### src/rtl/lfsr_tpg_pkg.sv
package lfsr_tpg_pkg;

    // Action taken on one clock edge
    typedef enum logic [1:0] {
        OP_HOLD    = 2'd0,
        OP_SHIFT   = 2'd1,
        OP_LOAD    = 2'd2,
        OP_RECOVER = 2'd3
    } lfsr_op_e;

    localparam int FORM_EXTERNAL = 0;
    localparam int FORM_INTERNAL = 1;

endpackage

### src/rtl/lfsr_ctrl.sv
module lfsr_ctrl
    import lfsr_tpg_pkg::*;
(
    input  logic     en,
    input  logic     seed_load,
    input  logic     full_mode,
    input  logic     state_zero,
    output lfsr_op_e op
);

    logic need_recover;

    assign need_recover = state_zero & ~full_mode;

    // Priority LOAD > RECOVER > SHIFT > HOLD, written as disjoint patterns
    always_comb begin
        unique casez ({seed_load, need_recover, en})
            3'b1??:  op = OP_LOAD;
            3'b01?:  op = OP_RECOVER;
            3'b001:  op = OP_SHIFT;
            3'b000:  op = OP_HOLD;
            default: op = OP_HOLD;
        endcase
    end

endmodule

### src/rtl/lfsr_seed_guard.sv
module lfsr_seed_guard #(
    parameter int               WIDTH        = 8,
    parameter logic [WIDTH-1:0] DEFAULT_SEED = 1
) (
    input  logic [WIDTH-1:0] seed_in,
    input  logic             full_mode,
    output logic [WIDTH-1:0] seed_out
);

    logic seed_zero;

    assign seed_zero = ~|seed_in;

    always_comb begin
        if (seed_zero && !full_mode) begin
            seed_out = DEFAULT_SEED;
        end else begin
            seed_out = seed_in;
        end
    end

endmodule

### src/rtl/lfsr_step.sv
module lfsr_step
    import lfsr_tpg_pkg::*;
#(
    parameter int WIDTH = 8,
    parameter int FORM  = FORM_EXTERNAL
) (
    input  logic [WIDTH-1:0] cur,
    input  logic [WIDTH-1:0] poly,
    input  logic             full_mode,
    output logic [WIDTH-1:0] nxt
);

    logic [WIDTH-1:0] taps;
    logic             low_zero;
    logic             zero_fix;

    // c_n is always present
    assign taps     = {1'b1, poly[WIDTH-2:0]};
    assign low_zero = ~|cur[WIDTH-2:0];
    assign zero_fix = full_mode & low_zero;

    generate
        if (FORM == FORM_EXTERNAL) begin : g_external
            logic fb;
            assign fb  = (^(cur & taps)) ^ zero_fix;
            assign nxt = {cur[WIDTH-2:0], fb};
        end else begin : g_internal
            logic fb;
            assign fb     = cur[WIDTH-1] ^ zero_fix;
            assign nxt[0] = fb;
            for (genvar i = 1; i < WIDTH; i++) begin : g_stage
                assign nxt[i] = cur[i-1] ^ (fb & taps[i-1]);
            end
        end
    endgenerate

endmodule

### src/rtl/lfsr_pattern_gen.sv
module lfsr_pattern_gen
    import lfsr_tpg_pkg::*;
#(
    parameter int               WIDTH        = 8,
    parameter int               FORM         = FORM_EXTERNAL,
    parameter logic [WIDTH-1:0] DEFAULT_SEED = 1
) (
    input  logic             clk,
    input  logic             rst_n,
    input  logic             en,
    input  logic             seed_load,
    input  logic [WIDTH-1:0] seed_val,
    input  logic [WIDTH-1:0] poly,
    input  logic             full_mode,
    output logic [WIDTH-1:0] pattern,
    output logic             serial_out
);

    localparam int MSB = WIDTH - 1;

    logic [WIDTH-1:0] state_q;
    logic [WIDTH-1:0] step_val;
    logic [WIDTH-1:0] seed_safe;
    logic             state_zero;
    lfsr_op_e         op;

    assign state_zero = ~|state_q;

    lfsr_ctrl u_ctrl (
        .en         (en),
        .seed_load  (seed_load),
        .full_mode  (full_mode),
        .state_zero (state_zero),
        .op         (op)
    );

    lfsr_step #(.WIDTH(WIDTH), .FORM(FORM)) u_step (
        .cur       (state_q),
        .poly      (poly),
        .full_mode (full_mode),
        .nxt       (step_val)
    );

    lfsr_seed_guard #(.WIDTH(WIDTH), .DEFAULT_SEED(DEFAULT_SEED)) u_guard (
        .seed_in   (seed_val),
        .full_mode (full_mode),
        .seed_out  (seed_safe)
    );

    // Register update
    always_ff @(posedge clk or negedge rst_n) begin
        if (!rst_n) begin
            state_q <= DEFAULT_SEED;
        end else begin
            unique case (op)
                OP_LOAD:    state_q <= seed_safe;
                OP_RECOVER: state_q <= DEFAULT_SEED;
                OP_SHIFT:   state_q <= step_val;
                OP_HOLD:    state_q <= state_q;
            endcase
        end
    end

    // Outputs
    always_comb begin
        pattern    = state_q;
        serial_out = state_q[MSB];
    end


    load_lands_chk: assert property (@(posedge clk) disable iff (!rst_n)
        seed_load |=> pattern == ((($past(seed_val) != '0) || $past(full_mode))
                                  ? $past(seed_val) : DEFAULT_SEED));


    no_lockup_chk: assert property (@(posedge clk) disable iff (!rst_n)
        !$past(full_mode) |-> pattern != '0);


    hold_still_chk: assert property (@(posedge clk) disable iff (!rst_n)
        (!en && !seed_load && (full_mode || pattern != '0)) |=> $stable(pattern));

    generate
        if (FORM == FORM_EXTERNAL) begin : g_ext_chk

            ext_shift_chk: assert property (@(posedge clk) disable iff (!rst_n)
                (en && !seed_load && !full_mode && pattern != '0)
                |=> pattern[MSB:1] == $past(pattern[MSB-1:0]));
        end else begin : g_int_chk

            int_wrap_chk: assert property (@(posedge clk) disable iff (!rst_n)
                (en && !seed_load && !full_mode && pattern != '0)
                |=> pattern[0] == $past(pattern[MSB]));
        end
    endgenerate

endmodule

### config.mk
export PLATFORM = sky130hd
export DESIGN_NAME = lfsr_pattern_gen
export DESIGN_NICKNAME = d
export VERILOG_FILES = /design/src/rtl/lfsr_tpg_pkg.sv /design/src/rtl/lfsr_ctrl.sv /design/src/rtl/lfsr_seed_guard.sv /design/src/rtl/lfsr_step.sv /design/src/rtl/lfsr_pattern_gen.sv
export SDC_FILE = /design/constraint.sdc
export NUM_CORES = 1
export LEC_CHECK = 0
export ABC_AREA = 1
export BUFFER_PORTS_ARGS = -buffer_cell sky130_fd_sc_hd__buf_2
export CORE_MARGIN = 1
export CORE_UTILIZATION = 50
export DETAILED_ROUTE_END_ITERATION = 8
export PLACE_DENSITY = 0.91
export RECOVER_POWER = 100
export SLEW_MARGIN = 20
export SYNTH_ARGS = -nofsm -noshare
export SYNTH_HDL_FRONTEND = slang
export SYNTH_SLANG_ARGS = --single-unit
### constraint.sdc
create_clock -name clk -period 2.65 [get_ports clk]
set_input_delay 0.3975 -clock clk [delete_from_list [all_inputs] [get_ports clk]]
set_output_delay 0.3975 -clock clk [all_outputs]
set_load 0.1 [all_outputs]
==> results.json <==
{
  "clk_pin_slew_worst_paths_ps": 50,
  "reg2reg_to": "pattern[7]",
  "die_y_um": 40.3,
  "hold_violations": 0,
  "p_clk_share_pct": 18.7,
  "start_kind": "register",
  "synthesis.nets": 143,
  "viasPerCell": 4.88,
  "clk_latency_ps": 250,
  "synthSimpleGateAreaFrac_pct": 50.4,
  "ios": 30,
  "synth_xor_area_share_pct": 0,
  "synth_top_family_by_area": "simple AND/OR/NAND/NOR gates",
  "status": "complete, no violations",
  "ys_types": 17,
  "ant_nets": 0,
  "hp-class": "input pin to register",
  "yosysWarnings": 0,
  "fmax_ghz": 0.480,
  "grt_max_degree": 16,
  "overflow": 0,
  "largest_reg_flops": 8,
  "cpLargestDelayFamily": "buffers and inverters",
  "drtIter0Drc": 12,
  "syn-instance-count": 122,
  "crit_path_end": "pattern[0]",
  "drv_slew": 0,
  "worst_clock_skew_ps": 4.99,
  "cp_slowest_cell": "clkbuf_1",
  "netlist_area_um2": 732,
  "relSlewSlack_pct": 22.7,
  "finalWirelength_um": 1570,
  "final_cell_mix": "nand2_1, buf_2, inv_1",
  "synthAdderAreaFrac_pct": 0,
  "clk_path_buf_depth": 2,
  "muxShareOfSynthArea_pct": 0,
  "first_global_vias": 665,
  "die_area_um2": 1620,
  "worst-r2r-cell-count": 7,
  "vdd_drop_max_mv": 0.360,
  "drcViolationCount": 0,
  "crit_path_max_fanout": 5,
  "grt_first_pass_wirelength_um": 2540,
  "firstDrtPassIters": 4,
  "worstMarginPinSlew_ps": 1160,
  "fin_nets": 175,
  "tns_ps": 0,
  "clockRootBuffer": "clkbuf_4",
  "portBuffers": 28,
  "path_class": "register to primary output",
  "grt_use_total_pct": 23.7,
  "wl_per_cell_um": 9.32,
  "crit_arrival_ps": 1690,
  "r2r_slack_ps": 830,
  "layout-drive-gt1-share_pct": 16.3,
  "worst-path-buf-inv": 1,
  "clock_sinks": 8,
  "die_w_um": 40.3,
  "fill_cells": 134,
  "placed_area_um2": 863,
  "syn_to_final_growth_pct": 15.6,
  "utilization_pct": 63.4,
  "num_antenna_cells": 0,
  "rsz0062_at_grt": "no",
  "final_cell_area_um2": 846,
  "maxCapViolCount": 0,
  "cp.depth": 1,
  "cts_tree": "yes",
  "htreeDepth": 1,
  "r2r-start": "pattern[0]",
  "p_total_w": 0.000523,
  "ys_ff_latch": 8,
  "synthDominantCellAreaShare_pct": 32.8,
  "synth_top_area_cell": "nand2_1",
  "setup.worst_path.start": "pattern[0]",
  "synth-compound-area-share_pct": 10.6,
  "leakage_nw": 0.518,
  "power_density_nw_per_um2": 618,
  "antenna_found_initial": 0,
  "final_common_cell": "nand2_1",
  "syn_avg_cell_area_um2": 6.00,
  "setup_viol": 0,
  "crit_chain": "clkbuf_1",
  "globalplace.congestion": 0.737,
  "internal-power_w": 0.000251,
  "synth_seq_area_share_pct": 27.5,
  "via_count": 819,
  "ys_top_cells_by_area": "nand2_1, dfrtp_1, inv_1",
  "endpoint_kind": "primary output",
  "core_um2": 1330,
  "post-route-period-util_pct": 78.6,
  "swShare_pct": 51.9,
  "crit_required_ps": 2250,
  "seqPwrFrac_pct": 30.6,
  "p_comb_share_pct": 50.6,
  "slowest_delay_ps": 870,
  "dp_hpwl_um": 1270,
  "start_util_pct": 54.9,
  "numCtsBuffers": 3,
  "power_switching_w": 0.000272,
  "rows": 13,
  "fin_crit_ps": 2080,
  "cts_resized": 0
}
synth_stat cells:
cell type and number:
a21oi_1 1, a31oi_1 3, inv_2 2, nor2_2 1, dfrtp_1 7, nand3_4 2
nor2_1 8, dfstp_2 1, nand3_1 9, buf_4 1, o21ai_0 3, inv_1 13
o21ai_2 3, nand2_1 64, buf_12 1, nor4_1 2, o22ai_2 1
metal layers:
| metal | vias up | wire (um) | global-route usage (%) |
|---|---|---|---|
| met5 | - | 0 | 0 |
| met4 | 0 | 27 | 12.5 |
| met3 | 4 | 29 | 3.33 |
| met2 | 14 | 808 | 41.5 |
| met1 | 355 | 700 | 27.6 |
| li1 | 446 | - | - |
through the flow:
stage | instances | worst slack (ps) | hold slack (ps)
global placement | 163 | 1250 | 240
detailed placement | 163 | 1210 | 247
floorplan | 122 | 721 | 102
CTS | 168 | 1000 | 411
finish | 168 | 566 | 410
global route | 168 | 517 | 409
layout make-up:
| class | instances | area [um2] | area share, % |
|---|---|---|---|
| multi-input combinational | 97 | 405 | 47.9 |
| sequential | 8 | 201 | 23.8 |
| timing repair buffer | 29 | 138 | 16.3 |
| inverter | 15 | 56.3 | 6.66 |
| clock buffer | 4 | 26.3 | 3.11 |
| tap | 15 | 18.8 | 2.22 |
worst min path at each step:
stage                startpoint          to  slack [ps]  cells past startpoint
finish              seed_val[1]  pattern[1]         410                      3
detailed placement        rst_n  pattern[3]         250                      1
CTS                 seed_val[1]  pattern[1]         410                      3
global placement          rst_n  pattern[2]         240                      1
global route        seed_val[2]  pattern[2]         410                      3
floorplan                 rst_n  pattern[1]         100                      0
kinds of logic after synthesis:
family	Yosys count
flops	8
simple gates	86
buf+inv	17
compound gates	11
timing repair:
| item | 4_1_cts | 5_1_grt |
|---|---|---|
| hold buffers | 1 | 0 |
| endpoints found under the hold margin | 7 | 0 |
| setup buffers | 0 | 0 |
power groups by stage:
stage	clock network, W	registers, W	logic (W)
3_5_place_dp	0	0.000161	0.000278
6_report	0.0000980	0.000160	0.000265
5_1_grt	0.000112	0.000162	0.000287
3_3_place_gp	0	0.000160	0.000273
2_1_floorplan	0	0.000273	0.000117
4_1_cts	0.000101	0.000159	0.000279
(Power assumes the default switching activity.)
